===== src/rtl/bf_pkg.sv =====
package bf_pkg;
  localparam int NKINDS = 4;
  localparam int KIND_W = $clog2(NKINDS);
  localparam int OPC_W  = 8;

  // Rank order matters: a group only grows towards higher ranks.
  typedef enum logic [KIND_W-1:0] {
    K_ADDR = 2'd0,
    K_SCAL = 2'd1,
    K_VEC  = 2'd2,
    K_BR   = 2'd3
  } kind_e;
endpackage


===== src/rtl/bf_classify.sv =====
module bf_classify
  import bf_pkg::*;
(
  input  logic [OPC_W-1:0]  opcode,
  output logic [KIND_W-1:0] kind
);
  kind_e k;

  always_comb begin
    casez (opcode)
      8'b0???????: k = K_SCAL;
      8'b10??????: k = K_VEC;
      8'b110?????: k = K_ADDR;
      default:     k = K_BR;
    endcase
    kind = k;
  end
endmodule


===== src/rtl/bf_packer.sv =====
module bf_packer
  import bf_pkg::*;
#(
  parameter int WORD_W = 32,
  parameter int ADDR_W = 32
) (
  input  logic                     clk,
  input  logic                     rst,
  input  logic                     flush,
  input  logic                     acc,
  input  logic [WORD_W-1:0]        word,
  input  logic [ADDR_W-1:0]        addr,
  input  logic [KIND_W-1:0]        kind,
  input  logic                     out_free,
  output logic                     open_any,
  output logic                     emit,
  output logic [NKINDS-1:0]        e_mask,
  output logic [NKINDS*WORD_W-1:0] e_words,
  output logic [ADDR_W-1:0]        e_addr
);
  localparam int OFF_LSB = $clog2(WORD_W/8);
  localparam int OFF_W   = $clog2(NKINDS);
  localparam logic [OFF_W-1:0] LAST_OFF = OFF_W'(NKINDS-1);

  logic [NKINDS-1:0]        mask_q, n_mask;
  logic [NKINDS*WORD_W-1:0] words_q, n_words;
  logic [ADDR_W-1:0]        base_q, n_base;
  logic                     sealed_q, n_sealed;

  logic [NKINDS-1:0]        kind_bit, at_or_above, merged_mask;
  logic [NKINDS*WORD_W-1:0] solo_w, merge_w;
  logic [OFF_W-1:0]         off;
  logic                     conflict, last;

  assign open_any    = |mask_q;
  assign off         = addr[OFF_LSB +: OFF_W];
  assign last        = (off == LAST_OFF);
  assign kind_bit    = NKINDS'(1) << kind;
  assign at_or_above = mask_q & ~(kind_bit - NKINDS'(1));
  assign merged_mask = mask_q | kind_bit;
  assign conflict    = open_any && (sealed_q || (off == '0) || (|at_or_above));

  for (genvar s = 0; s < NKINDS; s++) begin : g_slot
    assign solo_w[s*WORD_W +: WORD_W]  = (kind == KIND_W'(s)) ? word : '0;
    assign merge_w[s*WORD_W +: WORD_W] = (kind == KIND_W'(s)) ? word
                                         : words_q[s*WORD_W +: WORD_W];
  end

  always_comb begin
    emit     = 1'b0;
    e_mask   = mask_q;
    e_words  = words_q;
    e_addr   = base_q;
    n_mask   = mask_q;
    n_words  = words_q;
    n_base   = base_q;
    n_sealed = sealed_q;
    if (acc) begin
      if (conflict) begin
        emit     = 1'b1;
        n_mask   = kind_bit;
        n_words  = solo_w;
        n_base   = addr;
        n_sealed = last;
      end else if (last) begin
        emit     = 1'b1;
        e_mask   = merged_mask;
        e_words  = merge_w;
        e_addr   = open_any ? base_q : addr;
        n_mask   = '0;
        n_words  = '0;
        n_sealed = 1'b0;
      end else begin
        n_mask   = merged_mask;
        n_words  = merge_w;
        n_base   = open_any ? base_q : addr;
      end
    end else if (sealed_q && out_free) begin
      emit     = 1'b1;
      n_mask   = '0;
      n_words  = '0;
      n_sealed = 1'b0;
    end else if (flush && !sealed_q) begin
      n_mask   = '0;
      n_words  = '0;
    end
  end

  always_ff @(posedge clk) begin
    if (rst) begin
      mask_q   <= '0;
      words_q  <= '0;
      base_q   <= '0;
      sealed_q <= 1'b0;
    end else begin
      mask_q   <= n_mask;
      words_q  <= n_words;
      base_q   <= n_base;
      sealed_q <= n_sealed;
    end
  end


  r8_flush_blocks_chk: assert property (@(posedge clk) disable iff (rst)
    acc |-> !flush);


  r7_nonempty_chk: assert property (@(posedge clk) disable iff (rst)
    emit |-> (e_mask != '0));


  r10_reset_empty_chk: assert property (@(posedge clk)
    rst |=> !open_any);
endmodule


===== src/rtl/bf_out_reg.sv =====
module bf_out_reg #(
  parameter int NK     = 4,
  parameter int WORD_W = 32,
  parameter int ADDR_W = 32
) (
  input  logic                 clk,
  input  logic                 rst,
  input  logic                 emit,
  input  logic [NK-1:0]        e_mask,
  input  logic [NK*WORD_W-1:0] e_words,
  input  logic [ADDR_W-1:0]    e_addr,
  input  logic                 out_ready,
  output logic                 out_free,
  output logic                 out_valid,
  output logic [NK-1:0]        out_slots,
  output logic [NK*WORD_W-1:0] out_words,
  output logic [ADDR_W-1:0]    out_addr
);
  assign out_free = !out_valid || out_ready;

  always_ff @(posedge clk) begin
    if (rst) begin
      out_valid <= 1'b0;
      out_slots <= '0;
      out_words <= '0;
      out_addr  <= '0;
    end else if (emit) begin
      out_valid <= 1'b1;
      out_slots <= e_mask;
      out_words <= e_words;
      out_addr  <= e_addr;
    end else if (out_ready) begin
      out_valid <= 1'b0;
    end
  end


  r9_no_overflow_chk: assert property (@(posedge clk) disable iff (rst)
    emit |-> (!out_valid || out_ready));


  r9_hold_chk: assert property (@(posedge clk) disable iff (rst)
    (out_valid && !out_ready) |=> (out_valid && $stable(out_slots)
                                   && $stable(out_words) && $stable(out_addr)));


  r10_reset_chk: assert property (@(posedge clk) rst |=> !out_valid);
endmodule


===== src/rtl/bundle_former.sv =====
module bundle_former
  import bf_pkg::*;
#(
  parameter int WORD_W = 32,
  parameter int ADDR_W = 32
) (
  input  logic                     clk,
  input  logic                     rst,
  input  logic                     flush,
  input  logic                     in_valid,
  output logic                     in_ready,
  input  logic [WORD_W-1:0]        in_word,
  input  logic [ADDR_W-1:0]        in_addr,
  output logic                     out_valid,
  input  logic                     out_ready,
  output logic [NKINDS-1:0]        out_slots,
  output logic [NKINDS*WORD_W-1:0] out_words,
  output logic [ADDR_W-1:0]        out_addr
);
  localparam int OFF_LSB = $clog2(WORD_W/8);
  localparam int OFF_W   = $clog2(NKINDS);

  logic [KIND_W-1:0]        kind;
  logic                     acc, out_free, open_any, emit;
  logic [NKINDS-1:0]        e_mask;
  logic [NKINDS*WORD_W-1:0] e_words;
  logic [ADDR_W-1:0]        e_addr;
  logic [OFF_W-1:0]         off;

  assign in_ready = out_free && !flush;
  assign acc      = in_valid && in_ready;
  assign off      = in_addr[OFF_LSB +: OFF_W];

  bf_classify u_cls (
    .opcode (in_word[WORD_W-1 -: OPC_W]),
    .kind   (kind)
  );

  bf_packer #(.WORD_W(WORD_W), .ADDR_W(ADDR_W)) u_pack (
    .clk      (clk),
    .rst      (rst),
    .flush    (flush),
    .acc      (acc),
    .word     (in_word),
    .addr     (in_addr),
    .kind     (kind),
    .out_free (out_free),
    .open_any (open_any),
    .emit     (emit),
    .e_mask   (e_mask),
    .e_words  (e_words),
    .e_addr   (e_addr)
  );

  bf_out_reg #(.NK(NKINDS), .WORD_W(WORD_W), .ADDR_W(ADDR_W)) u_out (
    .clk       (clk),
    .rst       (rst),
    .emit      (emit),
    .e_mask    (e_mask),
    .e_words   (e_words),
    .e_addr    (e_addr),
    .out_ready (out_ready),
    .out_free  (out_free),
    .out_valid (out_valid),
    .out_slots (out_slots),
    .out_words (out_words),
    .out_addr  (out_addr)
  );


  r2_new_bundle_chk: assert property (@(posedge clk) disable iff (rst)
    (acc && off == '0 && open_any) |=> out_valid);


  r5_quad_end_chk: assert property (@(posedge clk) disable iff (rst)
    (acc && off == OFF_W'(NKINDS-1)) |=> out_valid);
endmodule


===== config.mk =====
export PLATFORM = sky130hd
export DESIGN_NAME = bundle_former
export DESIGN_NICKNAME = d
export VERILOG_FILES = /design/src/rtl/bf_pkg.sv /design/src/rtl/bf_classify.sv /design/src/rtl/bf_packer.sv /design/src/rtl/bf_out_reg.sv /design/src/rtl/bundle_former.sv
export SDC_FILE = /design/constraint.sdc
export NUM_CORES = 1
export LEC_CHECK = 0
export ABC_AREA = 0
export BUFFER_PORTS_ARGS = -buffer_cell sky130_fd_sc_hd__buf_4
export CORE_ASPECT_RATIO = 0.8
export CORE_MARGIN = 2
export CORE_UTILIZATION = 40
export CTS_CLUSTER_SIZE = 25
export DETAILED_ROUTE_END_ITERATION = 8
export HOLD_SLACK_MARGIN = 0.1
export PLACE_DENSITY_LB_ADDON = 0.12
export SETUP_SLACK_MARGIN = 0.05
export SYNTH_ARGS = -nofsm -noshare
export SYNTH_HDL_FRONTEND = slang
export SYNTH_SLANG_ARGS = --single-unit

===== constraint.sdc =====
create_clock -name clk -period 1.9 [get_ports clk]
set_input_delay 0.095 -clock clk [delete_from_list [all_inputs] [get_ports clk]]
set_output_delay 0.095 -clock clk [all_outputs]
set_load 0.02 [all_outputs]

* After elaboration in Yosys (flattened, before gate mapping) *
Index checks and enable logic that the tools add are counted.

storage, ports and cells
  flip-flop bits (word level) = 330
  latch bits = 0
  memory bits (writable) = 0
  memory bits (read-only) = 0
  bits of input ports = 69
  memories kept = 0

cells by class
  $add $sub $neg = 1
  $mul = 0
  div/mod/pow operators = 0
  magnitude comparators = 0
  eq/ne operators = 8
  shift operators = 1
  muxes and demuxes = 41
  bitwise gates (word level) = 4
  reduce and logical (&&, ||, !) cells = 20

operators by type and width
  operator             count
  $mux 128             8
  $mux 32              14
  $mux 4               8
  $mux 1               10
  $eq 2x2->1 const B   4
  $reduce_or 4->1      2
  $pmux 2 s3           1
  $logic_and 1x1->1    5
  $and 4x4->4          1
  $logic_not 2->1      2
  $not 4->4            1
  $or 4x4->4           1
  $reduce_and 2->1     2
  $reduce_bool 2->1    2
  $shl 1x2->4 const A  1
  $sub 4x1->4 const B  1
  $eq 3x3->1 const B   1
  $logic_not 1->1      3
  $logic_or 1x1->1     3
  $ne 3x1->1 const B   1
  $reduce_bool 3->1    1
  $eq 2x1->1 const B   1
  $ne 2x1->1 const B   1
  $not 1->1            1

* Longest topological paths before layout *
Gate-level depths: netlist (run 1).

  word-level depth = 12
  depth in mapped cells = 9

* By module *
Synthesis (run 1) repeated with hierarchy kept, for this count alone.

second synthesis, totals
  cell total of the unflattened synthesis = 1,349
  area total of the unflattened synthesis = 14,179.8 µm²

modules (own cells, without submodules)
  module         times used  cells an instance  area an instance (µm²)
  bf_packer      1           810                8,195.4
  bf_out_reg     1           533                5,950.7
  bf_classify    1           4                  18.8
  bundle_former  1           2                  15.0

* Worst setup path before layout (run 1) *
OpenSTA, ideal clock, no wires.

  path kind = register to register
  start point = register u_out.out_valid
  end point = register u_pack.words_q[64]
  library setup time = 0.071 ns
  data arrival time = 1.891 ns
  data required time = 1.829 ns
  setup slack = -0.062 ns
  stages on the path, launching flop included = 9
  path buffers = 3
  period minus slack after synthesis = 1.962 ns
  path through = dfxtp_1 > nor2b_1 > clkbuf_1 > nor3_1 > o211ai_2 > buf_4 > o31ai_1 > buf_2 > o2bb2ai_1

between the ends
  longest elaborated chain between the ends = 5
  elaborated cells on any way between the ends = 8
  classes of those cells = mux: 2; reduce/logical: 6

RTL lines
  element                                               line                                  text
  start, declared                                       bf_out_reg.sv:14                      output logic out_valid,
  start signal, assigned                                bf_out_reg.sv:23                      out_valid <= 1'b0;
  start signal, assigned                                bf_out_reg.sv:28                      out_valid <= 1'b1;
  start signal, assigned                                bf_out_reg.sv:33                      out_valid <= 1'b0;
  $logic_not 1->1 (*)                                   bf_out_reg.sv:19                      assign out_free = !out_valid || out_ready;
  $logic_or 1x1->1 (*)                                  bf_out_reg.sv:19
  $logic_and 1x1->1 (on tied branches)                  bf_packer.sv:78, bundle_former.sv:30
  $mux 128 / $logic_and 1x1->1 (equally long branches)  bf_packer.sv:78, bundle_former.sv:31
  $mux 128 / $reduce_bool 3->1 (equally long branches)  --
  end signal, assigned                                  bf_packer.sv:97                       words_q <= n_words;
  end, declared                                         bf_packer.sv:26                       logic [NKINDS*WORD_W-1:0] words_q, n_words;

Every way passes the cells marked *; elsewhere a longest branch is shown, timed or not.
A chain may end at the register's enable or synchronous reset.

* Worst setup path after layout (run 1) *
  start point = register u_pack.mask_q[2]
  end point = register u_pack.words_q[1]

between the ends
  longest elaborated chain between the ends = 6
  elaborated cells on any way between the ends = 7
  classes of those cells = mux: 2; bitwise: 1; reduce/logical: 4

RTL lines
  element                 line             text
  start, declared         bf_packer.sv:25  logic [NKINDS-1:0] mask_q, n_mask;
  start signal, assigned  bf_packer.sv:96  mask_q <= n_mask;
  $and 4x4->4             bf_packer.sv:39  assign at_or_above = mask_q & ~(kind_bit - NKINDS'(1));
  $reduce_or 4->1         bf_packer.sv:41  assign conflict = open_any && (sealed_q || (off == '0) || (|at_or_above));
  $logic_or 1x1->1        bf_packer.sv:41
  $logic_and 1x1->1 (*)   bf_packer.sv:41
  $mux 128 (*)            bf_packer.sv:59  if (conflict) begin
  $mux 128 (*)            bf_packer.sv:58  if (acc) begin

Marked as above.

==> results.py, run 1 <==
metrics = {
    "finish": {
        "fin_util_pct": 62.29,
        "final_layout_size_suffix_gt1_share_pct": 39.27,
        "stdcell_count": 2298,
        "fillers": 2743,
        "nets": 1911,
        "syn2layout_area_growth_pct": 53.79,
        "diodes": 0,
        "design_area_um2": 20900,
    },
    "timing": {
        "relSlewSlack_pct": 36.75,
        "skew_ps": 18.69,
        "fmax_ghz": 0.4848,
        "rsz0062_at_grt": "yes",
        "setup_tns_ps": -27570,
        "finalMaxSlewViolations": 0,
        "finalCritPeriodShare_pct": 108.6,
        "hold_viol": 0,
        "finalSetupViolations": 295,
        "timing.hold.ws_ps": 125.9,
        "fin_crit_ps": 2063,
        "tightestPinTransition_ps": 948.8,
        "timing.final.ws_setup_ps": -162.7,
    },
    "synthesis": {
        "synthXorXnorAreaFrac_pct": 0,
        "async_reset_ff_share_pct": 0,
        "synth_common_cells": "330 x dfxtp_1, 311 x nand2_1, 167 x a21oi_1, 102 x clkbuf_1, 100 x o2bb2ai_1",
        "ys_types": 50,
        "syn_area_um2": 13590,
        "synth.area.top_cells": "dfxtp_1 49%, nand2_1 8.6%, mux2i_1 6.7%, o2bb2ai_1 6.4%, a21oi_1 6.1%",
        "synth-edff-count": 0,
        "syn_nets": 1554,
        "seq_area_frac_synth_pct": 48.61,
        "synth_top_family_by_area": "compound AO/OA/AOI/OAI gates",
        "yosys.area.top_type": "dfxtp_1",
        "synth-seq-cells": 330,
        "syn-mean-instance-area_um2": 9.153,
        "synthAdderAreaFrac_pct": 0,
        "yosysTopAreaCellShare_pct": 48.61,
        "synth-simple-area-share_pct": 13.62,
        "synth_compound_area_share_pct": 25.59,
        "synthCells": 1485,
        "ys.flop_type": "dfxtp_1",
        "synth_most_common_cell": "dfxtp_1",
        "synthMuxAreaShare_pct": 6.702,
        "synth_warnings": 0,
    },
    "global_route": {
        "grt_usage_pct": 27.22,
        "first_global_vias": 12810,
        "grt_pass1_wl_mm": 76.44,
        "gr-total-overflow": 0,
        "antenna_found_initial": 0,
        "grt_max_degree": 92,
    },
    "clock_tree": {
        "clock-sinks": 330,
        "path_clk_slew_ps": 60,
        "cts_buffers": 36,
        "cts.htree.levels": 2,
        "clockBufferDepth": 3,
        "cts-root-buf": "clkbuf_16",
        "clock_latency_ps": 530,
        "cts_tree": "yes",
    },
    "pwr": {
        "power_mw": 17.53,
        "p_sw_mw": 4.861,
        "clkPwrFrac_pct": 39.7,
        "power_density_nw_per_um2": 838.8,
        "p_int_mw": 12.67,
        "static-leakage-power_nw": 7.369,
        "netSwitchingFraction_pct": 27.73,
        "peakVddDrop_uv": 480.1,
        "seq_power_share_pct": 42.5,
        "power_frac_comb_pct": 17.7,
    },
    "worst_setup_path": {
        "crit_top_cell": "buf_4",
        "crit_path_max_incr_delay_ps": 380,
        "crit_path_start_kind": "register",
        "path_buf_inv": 5,
        "critical_path.top_delay_family": "buffers and inverters",
        "path_class": "register to register",
        "end_kind": "register",
        "cp_cell_sequence": "nor4_4 -> buf_4 -> a31o_4 -> buf_4 -> o211ai_1 -> buf_4 -> buf_4 -> buf_6 -> nand4_1 -> a31oi_1",
        "cp.arrival_ps": 2440,
        "crit_slowest_cell": "nor4_4",
        "crit_path_max_fanout": 9,
        "required_ps": 2280,
    },
    "route": {
        "drt_iter0_markers": 1301,
        "vias": 13640,
        "ant_nets": 0,
        "wl_mm": 52.87,
        "drc": 0,
        "viasPerCell": 5.933,
        "dr.pass1.iters": 6,
        "drt-wirelength-per-cell_um": 23.01,
    },
    "die": {
        "core_um2": 33560,
        "initial_core_util_pct": 40.50,
        "std_cell_rows": 60,
        "ios": 235,
        "die_h_um": 168.9,
        "die-area_um2": 35480,
        "die_w_um": 210.1,
    },
    "run": {
        "max_cap_violations": 0,
    },
    "hold_path": {
        "hold_path_class": "input port to register",
    },
    "place": {
        "post-place-ws_ps": -193.9,
        "post-dp-hpwl_mm": 30.49,
        "port_buffers": 234,
        "dp_cells": 2110,
        "placed_area_um2": 16630,
        "gp_congestion": 0.8205,
    },
    "run_status": {
        "violations": "setup timing",
        "run_status": "finished, violations left",
    },
}
==> routing by layer <==
| metal | global-route usage, % | part of all wire (%) |
|---|---|---|
| met1 | 39.31 | 46 |
| met2 | 42.21 | 45 |
| met3 | 4.323 | 6.8 |
| met4 | 7.216 | 2.1 |
| met5 | 0 | 0 |
==> layout make-up <==
class	count	area, um^2	share of cell area (%)
inverters	4	16.27	0.07782
well taps	434	543.0	2.598
repair buffers	480	4946	23.66
clock buffers	54	1081	5.172
clock inverters	6	70.07	0.3352
flip-flops and latches	330	6614	31.64
multi-input cells	990	7632	36.51
==> kinds of logic (layout without fill, tap and decap cells) <==
| group | after synthesis | after routing |
|---|---|---|
| compound gates | 479 | 480 |
| simple gates | 419 | 419 |
| mux | 91 | 91 |
| buf+inv | 166 | 544 |
| flops | 330 | 330 |
==> tightest hold or removal path, delay by kind of cell <==
| family | cells | cell delay [ps] |
|---|---|---|
| AOI/OAI and AO/OA | 1 | 70 |
| and+or+nand+nor | 2 | 180 |
| buffers and inverters | 2 | 260 |
==> sequential cells by signal, indices dropped and copies added (netlist names) <==
name             flops
u_out.out_addr      32
u_out.out_words    128
u_out.out_valid      1
u_pack.sealed_q      1
u_pack.base_q       32
u_out.out_slots      4
u_pack.mask_q        4
u_pack.words_q     128
==> cell usage in the layout, fill, tap and decap left out, drive strengths merged, types with 2 or more instances in the layout <==
cell type	count
and3	3
o31ai	2
or2	3
dlygate4sd3	67
nor2	10
a211oi	63
buf	400
nor3	8
nand2	311
a21oi	167
nor2b	3
a2111oi	3
inv	3
a2111o	3
o21ai	6
mux2i	91
clkbuf	67
clkinv	6
nor4	7
nand4	60
nand3	8
o221a	3
nand2b	3
a311oi	91
o211ai	3
dfxtp	330
o21a	3
a31oi	30
o2bb2ai	100
==> path summary, 6_finish.rpt <==
kind	start	endpoint	slack (ps)	cells after the start
max	u_pack.mask_q[2]$_SDFFE_PP0P_	u_pack.words_q[1]$_SDFFE_PP0P_	-160	10
min	in_word[29]	u_pack.words_q[11]$_SDFFE_PP0P_	130	5
max reg2reg	u_pack.mask_q[2]$_SDFFE_PP0P_	u_pack.words_q[1]$_SDFFE_PP0P_	-160	10
min reg2reg	u_pack.words_q[63]$_SDFFE_PP0P_	u_pack.words_q[63]$_SDFFE_PP0P_	450	2
==> power groups by stage <==
stage	Clock (mW)	Sequential, mW	Combinational [mW]
final	6.96	7.46	3.11
after global routing	7.35	7.49	3.27
after CTS	7.03	7.43	2.78
after detailed placement	0	7.57	2.37
after global placement	0	7.57	2.34
after floorplan	0	7.81	0.964
==> what timing repair did <==
item / in CTS / in global routing
gates cloned: 15 / 17
gates resized for setup: 183 / 162
setup endpoints to repair: 314 / 328
hold endpoints to repair: 310 / 0
buffers inserted: 18 / 11
hold buffers: 67 / 0
pin swaps: 23 / 19
No activity file was read; power rests on OpenSTA's default activity.
==> inputs of run 2 (changes only) <==
--- a/config.mk
+++ b/config.mk
@@ -9,7 +9,7 @@
 export BUFFER_PORTS_ARGS = -buffer_cell sky130_fd_sc_hd__buf_4
 export CORE_ASPECT_RATIO = 0.8
 export CORE_MARGIN = 2
-export CORE_UTILIZATION = 40
+export CORE_UTILIZATION = 51
 export CTS_CLUSTER_SIZE = 25
 export DETAILED_ROUTE_END_ITERATION = 8
 export HOLD_SLACK_MARGIN = 0.1
==> run 2 against run 1 <==
The run still ends with setup timing left; critical path type unchanged; maximum frequency is 13% lower; global-route usage increased by 5.5 points; critical path depth down 1; combinational power grew 8.4%; register-to-register slack worse by 300 ps; total power is 4.1% higher.
==> results.py, run 2 (synthesized netlist as in run 1, its figures left out) <==
metrics = {
    "run_status": {
        "run_status": "finished, violations left",
        "violations": "setup timing",
    },
    "route": {
        "wl_mm": 61.66,
        "drt-wirelength-per-cell_um": 27.47,
        "drt_iter0_markers": 2129,
        "dr.pass1.iters": 6,
        "drc": 0,
        "vias": 15290,
        "viasPerCell": 6.809,
        "ant_nets": 0,
    },
    "timing": {
        "fin_crit_ps": 2367,
        "timing.final.ws_setup_ps": -467.0,
        "rsz0062_at_grt": "yes",
        "hold_viol": 0,
        "skew_ps": 25.08,
        "finalSetupViolations": 328,
        "finalMaxSlewViolations": 0,
        "fmax_ghz": 0.4225,
        "finalCritPeriodShare_pct": 124.6,
        "tightestPinTransition_ps": 1012,
        "timing.hold.ws_ps": 151.4,
        "relSlewSlack_pct": 32.51,
    },
    "hold_path": {
        "hold_path_class": "input port to register",
        "holdPathStages": 5,
        "holdPathEnd": "u_pack.words_q[10]$_SDFFE_PP0P_",
        "min_from": "in_word[29]",
    },
    "global_route": {
        "use_met1_pct": 46.09,
        "use_met2_pct": 50.73,
        "grt_pass1_wl_mm": 73.21,
        "grt_usage_pct": 32.76,
        "first_global_vias": 12850,
        "top_usage_layer": "met2",
        "met3_usage_pct": 6.121,
        "grt_max_degree": 74,
        "gr-total-overflow": 0,
        "antenna_found_initial": 0,
    },
    "place": {
        "placed_area_um2": 16400,
        "gp_congestion": 0.8560,
        "port_buffers": 234,
        "post-dp-hpwl_mm": 27.67,
        "dp_cells": 2018,
    },
    "worst_setup_path": {
        "end_kind": "register",
        "cp_cell_sequence": "nor4_4 -> a31oi_4 -> buf_12 -> a2111oi_4 -> buf_6 -> buf_12 -> clkbuf_16 -> nand2_1 -> a311oi_1",
        "crit_path_max_fanout": 7,
        "critical_path.top_delay_family": "compound AO/OA/AOI/OAI gates",
        "crit_top_cell": "buf_12",
        "reg2regPathDepth": 9,
        "required_ps": 2300,
        "crit_path_start_kind": "register",
        "reg2reg_to": "u_out.out_words[45]$_SDFFE_PP0P_",
        "crit_path_max_incr_delay_ps": 410,
        "cp.arrival_ps": 2760,
        "path_class": "register to register",
        "path_buf_inv": 4,
        "crit_slowest_cell": "nor4_4",
        "cp.depth": 9,
        "timing.rr.start": "u_pack.mask_q[0]$_SDFFE_PP0P_",
        "ff2ff_setup_slack_ps": -470,
    },
    "clock_tree": {
        "cts.htree.levels": 2,
        "clockBufferDepth": 3,
        "clock-sinks": 330,
        "cts-root-buf": "clkbuf_16",
        "cts_tree": "yes",
        "path_clk_slew_ps": 70,
        "clock_latency_ps": 540,
        "cts_buffers": 35,
    },
    "die": {
        "ios": 235,
        "std_cell_rows": 53,
        "die_h_um": 150.0,
        "die_w_um": 186.5,
        "initial_core_util_pct": 51.76,
        "die-area_um2": 27980,
        "core_um2": 26260,
    },
    "finish": {
        "syn2layout_area_growth_pct": 62.15,
        "top_regs": "u_out.out_words x128, u_pack.words_q x128",
        "final_layout_size_suffix_gt1_share_pct": 43.03,
        "stdcell_count": 2245,
        "final_cell_mix": "327 x dfxtp_1, 296 x buf_4, 268 x nand2_1",
        "design_area_um2": 22040,
        "fillers": 1275,
        "nets": 1930,
        "layout_commonest_cell": "dfxtp_1",
    },
    "pwr": {
        "static-leakage-power_nw": 8.009,
        "peakVddDrop_uv": 852.4,
        "power_density_nw_per_um2": 828.2,
    },
    "run": {
        "max_cap_violations": 0,
    },
}
-- run 2: power by group --
part,internal (mW),switching (mW)
Combinational,1.44,1.93
Clock,4.43,2.97
Sequential,7.22,0.254
-- run 2: through the flow --
step                total power, mW  TNS, ps  setup slack, ps  utilization, %
detailed placement            9.876   -19360           -175.2           62.45
CTS                           17.25    -8787           -103.2           72.65
global route                  18.61   -97570           -488.1           83.91
floorplan                     8.773        0            36.87               -
finish                        18.25   -85090           -467.0           83.92
global placement              9.836    -5835           -128.5           62.45
-- run 2: worst max path at each step --
| stage | startpoint | to | slack (ps) |
|---|---|---|---|
| 3_3_place_gp | u_pack.mask_q[3]$_SDFFE_PP0P_ | u_pack.words_q[53]$_SDFFE_PP0P_ | -130 |
| 2_1_floorplan | u_pack.mask_q[3]$_SDFFE_PP0P_ | u_out.out_words[33]$_SDFFE_PP0P_ | 40 |
| 6_report | u_pack.mask_q[0]$_SDFFE_PP0P_ | u_out.out_words[45]$_SDFFE_PP0P_ | -470 |
| 5_1_grt | u_pack.mask_q[0]$_SDFFE_PP0P_ | u_out.out_words[45]$_SDFFE_PP0P_ | -490 |
| 4_1_cts | u_pack.mask_q[2]$_SDFFE_PP0P_ | u_out.out_slots[2]$_SDFFE_PP0P_ | -100 |
| 3_5_place_dp | u_pack.mask_q[3]$_SDFFE_PP0P_ | u_pack.words_q[49]$_SDFFE_PP0P_ | -180 |
-- run 2: metal layers --
layer | up-vias | wire length [um]
li1 | 6292 | -
met1 | 7324 | 23230
met2 | 1308 | 26740
met3 | 363 | 7822
met4 | 0 | 3866
met5 | - | 0
-- run 2: repair_timing --
action | 4_1_cts | 5_1_grt
endpoints found under the hold margin | 302 | 0
gates cloned | 11 | 37
hold buffers | 65 | 0
setup endpoints to repair | 327 | 328
buffers inserted | 24 | 29
pin swaps | 18 | 146
gates resized for setup | 75 | 384
-- run 2: worst reg2reg max path: cells and delay by family (launching register included) --
kind,cells,cell delay [ps]
AND/OR/NAND/NOR,2,500
flip-flops,1,360
AO/OA/AOI/OAI,3,710
buffers and inverters,4,680
-- run 2: area by class of cell --
cell class / instances / area, um^2 / share of cell area (%)
flip-flops and latches: 330 / 6613 / 30.00
clock inverters: 12 / 166.4 / 0.7551
well taps: 357 / 446.7 / 2.027
diodes: 1 / 2.502 / 0.01135
repair buffers: 501 / 5498 / 24.95
inverters: 4 / 16.27 / 0.07381
clock buffers: 51 / 1059 / 4.803
multi-input cells: 989 / 8238 / 37.38
==> inputs of run 3 (changes only) <==
--- a/config.mk
+++ b/config.mk
@@ -5,11 +5,11 @@
 export SDC_FILE = /design/constraint.sdc
 export NUM_CORES = 1
 export LEC_CHECK = 0
-export ABC_AREA = 0
+export ABC_AREA = 1
 export BUFFER_PORTS_ARGS = -buffer_cell sky130_fd_sc_hd__buf_4
 export CORE_ASPECT_RATIO = 0.8
 export CORE_MARGIN = 2
-export CORE_UTILIZATION = 51
+export CORE_UTILIZATION = 52
 export CTS_CLUSTER_SIZE = 25
 export DETAILED_ROUTE_END_ITERATION = 8
 export HOLD_SLACK_MARGIN = 0.1
==> run 3 against run 2 <==
Sequential power shrank 1%; setup slack gained 450 ps; clock power shrank 3.8%; first-iteration DRC count grew 8.3%; synthesized area grew 23%; wire length shrank 2.3%; critical path depth grew 1; total power shrank 4.2%; the flow still finishes with violations (setup timing); synthesized cell count grew 77%; combinational power shrank 11%; clock skew shrank 3.2 ps.
==> results.py, run 3 <==
metrics = {
    "run_status": {
        "run_status": "finished, violations left",
        "violations": "setup timing",
    },
    "synthesis": {
        "synthCells": 2629,
        "syn-mean-instance-area_um2": 6.369,
        "ys.flop_type": "dfxtp_1",
        "synth_common_cells": "709 x nand2_1, 369 x o21ai_0, 344 x nor2_1, 330 x dfxtp_1, 218 x a21oi_1",
        "ys_types": 24,
        "async_reset_ff_share_pct": 0,
        "yosys.area.top_type": "dfxtp_1",
        "synth-seq-cells": 330,
        "synth_warnings": 0,
        "seq_area_frac_synth_pct": 39.45,
        "synth-edff-count": 0,
        "synth_most_common_cell": "nand2_1",
        "yosysTopAreaCellShare_pct": 39.45,
        "syn_area_um2": 16740,
        "syn_nets": 2698,
        "synth.area.top_cells": "dfxtp_1 39%, nand2_1 16%, o21ai_0 11%, nor2_1 7.7%, a21oi_1 6.5%",
    },
    "pwr": {
        "peakVddDrop_uv": 683.4,
        "power_density_nw_per_um2": 793.7,
        "power_mw": 17.49,
        "static-leakage-power_nw": 9.435,
    },
    "route": {
        "drc": 0,
        "viasPerCell": 5.790,
        "dr.pass1.iters": 6,
        "drt-wirelength-per-cell_um": 18.18,
        "vias": 19190,
        "wl_mm": 60.27,
        "ant_nets": 0,
        "drt_iter0_markers": 2305,
    },
    "die": {
        "die_w_um": 204.6,
        "initial_core_util_pct": 53.04,
        "die_h_um": 164.5,
        "ios": 235,
        "core_um2": 31570,
        "std_cell_rows": 58,
        "die-area_um2": 33660,
    },
    "clock_tree": {
        "cts-root-buf": "clkbuf_16",
        "cts.htree.levels": 2,
        "cts_tree": "yes",
        "cts_buffers": 36,
        "clock_latency_ps": 550,
        "clockBufferDepth": 3,
        "clock-sinks": 330,
        "path_clk_slew_ps": 70,
    },
    "global_route": {
        "use_met1_pct": 45.62,
        "antenna_found_initial": 1,
        "top_usage_layer": "met2",
        "met3_usage_pct": 7.143,
        "use_met2_pct": 52.36,
        "grt_max_degree": 184,
        "gr-total-overflow": 0,
        "first_global_vias": 17520,
        "grt_usage_pct": 33.89,
        "grt_pass1_wl_mm": 91.54,
    },
    "worst_setup_path": {
        "required_ps": 2360,
        "crit_path_start_kind": "register",
        "end_kind": "register",
        "reg2reg_to": "u_pack.mask_q[2]$_SDFFE_PP0P_",
        "cp.arrival_ps": 2370,
        "crit_path_max_fanout": 3,
        "path_class": "register to register",
        "reg2regPathDepth": 10,
        "ff2ff_setup_slack_ps": -20,
        "timing.rr.start": "u_out.out_valid$_SDFFE_PP0P_",
    },
    "finish": {
        "final_cell_mix": "695 x nand2_1, 339 x nor2_1, 337 x o21ai_0",
        "syn2layout_area_growth_pct": 31.57,
        "top_regs": "u_out.out_words x128, u_pack.words_q x128",
        "design_area_um2": 22030,
        "stdcell_count": 3315,
        "final_layout_size_suffix_gt1_share_pct": 16.59,
        "fillers": 2587,
        "nets": 2937,
        "layout_commonest_cell": "nand2_1",
    },
    "timing": {
        "finalCritPeriodShare_pct": 100.9,
        "tightestPinTransition_ps": 960.7,
        "timing.hold.ws_ps": 152.5,
        "finalSetupViolations": 2,
        "hold_viol": 0,
        "relSlewSlack_pct": 35.95,
        "rsz0062_at_grt": "yes",
        "setup_tns_ps": -31.82,
        "fmax_ghz": 0.5219,
        "fin_crit_ps": 1916,
        "finalMaxSlewViolations": 0,
        "timing.final.ws_setup_ps": -16.20,
        "skew_ps": 21.91,
    },
    "hold_path": {
        "holdPathStages": 3,
        "min_from": "rst",
        "hold_path_class": "input port to register",
        "holdPathEnd": "u_pack.base_q[0]$_SDFFE_PP0P_",
    },
    "run": {
        "max_cap_violations": 0,
    },
    "place": {
        "placed_area_um2": 19370,
        "port_buffers": 234,
        "dp_cells": 3156,
        "post-dp-hpwl_mm": 36.20,
        "gp_congestion": 0.9025,
    },
}
run 3: timing repair:
item / in CTS / in global routing
endpoints found under the setup margin: 61 / 324
cloned: 4 / 11
hold endpoints to repair: 112 / 0
gates resized for setup: 7 / 113
setup buffers: 4 / 9
hold buffers: 66 / 0
pin swaps: 1 / 33
run 3: metrics by stage:
| stage | worst slack (ps) | util (%) |
|---|---|---|
| 6_report | -16.20 | 69.79 |
| 4_1_cts | 30.44 | 67.74 |
| 3_5_place_dp | -29.69 | 61.35 |
| 3_3_place_gp | 19.59 | 61.35 |
| 5_1_grt | -162.4 | 69.79 |
| 2_1_floorplan | 73.00 | - |
run 3: logic make-up after synthesis:
logic type	share of synthesized area, %
buffers and inverters	8.369
and+or+nand+nor	31.76
AOI/OAI and AO/OA	20.42
DFF	39.45
run 3: metal layers:
metal / up-vias / share of wire, %
met1: 8877 / 41
met3: 183 / 11
met4: 0 / 4.1
met5: - / 0
li1: 9096 / -
met2: 1038 / 44
run 3: area by class of cell:
class	instances	area (um^2)	share of cell area, %
sequential	330	6615	30.03
clock inverter	8	72.57	0.3294
multi-input combinational	1950	9064	41.14
antenna	1	2.502	0.01136
tap	420	525.5	2.385
clock buffer	56	1117	5.072
timing repair buffer	417	4134	18.76
inverter	133	500.5	2.272
run 3: report_power, final:
group,switching [mW],internal [mW]
Combinational,1.83,1.16
Sequential,0.179,7.20
Clock,2.94,4.18
run 3: worst max-delay path, cell delays in order, from the launching register on:
cell and delay (ps):
dfxtp_1 320, nand2_1 100, buf_4 170, nand2_1 80, nand2_1 80, buf_4 170, a21oi_4 200, inv_1 160
o21ai_0 250, nand2_1 140, a21oi_1 160
run 3: worst max-delay path by stage:
stage	from	to	slack, ps	cells after the start
floorplan	u_out.out_valid$_SDFFE_PP0P_	u_pack.words_q[100]$_SDFFE_PP0P_	70	8
global placement	in_addr[3]	u_out.out_words[45]$_SDFFE_PP0P_	20	11
detailed placement	u_pack.sealed_q$_SDFFE_PP0P_	u_pack.words_q[61]$_SDFFE_PP0P_	-30	11
CTS	u_pack.sealed_q$_SDFFE_PP0P_	u_pack.base_q[3]$_SDFFE_PP0P_	30	14
global route	u_out.out_valid$_SDFFE_PP0P_	u_pack.mask_q[2]$_SDFFE_PP0P_	-160	10
finish	u_out.out_valid$_SDFFE_PP0P_	u_pack.mask_q[2]$_SDFFE_PP0P_	-20	10
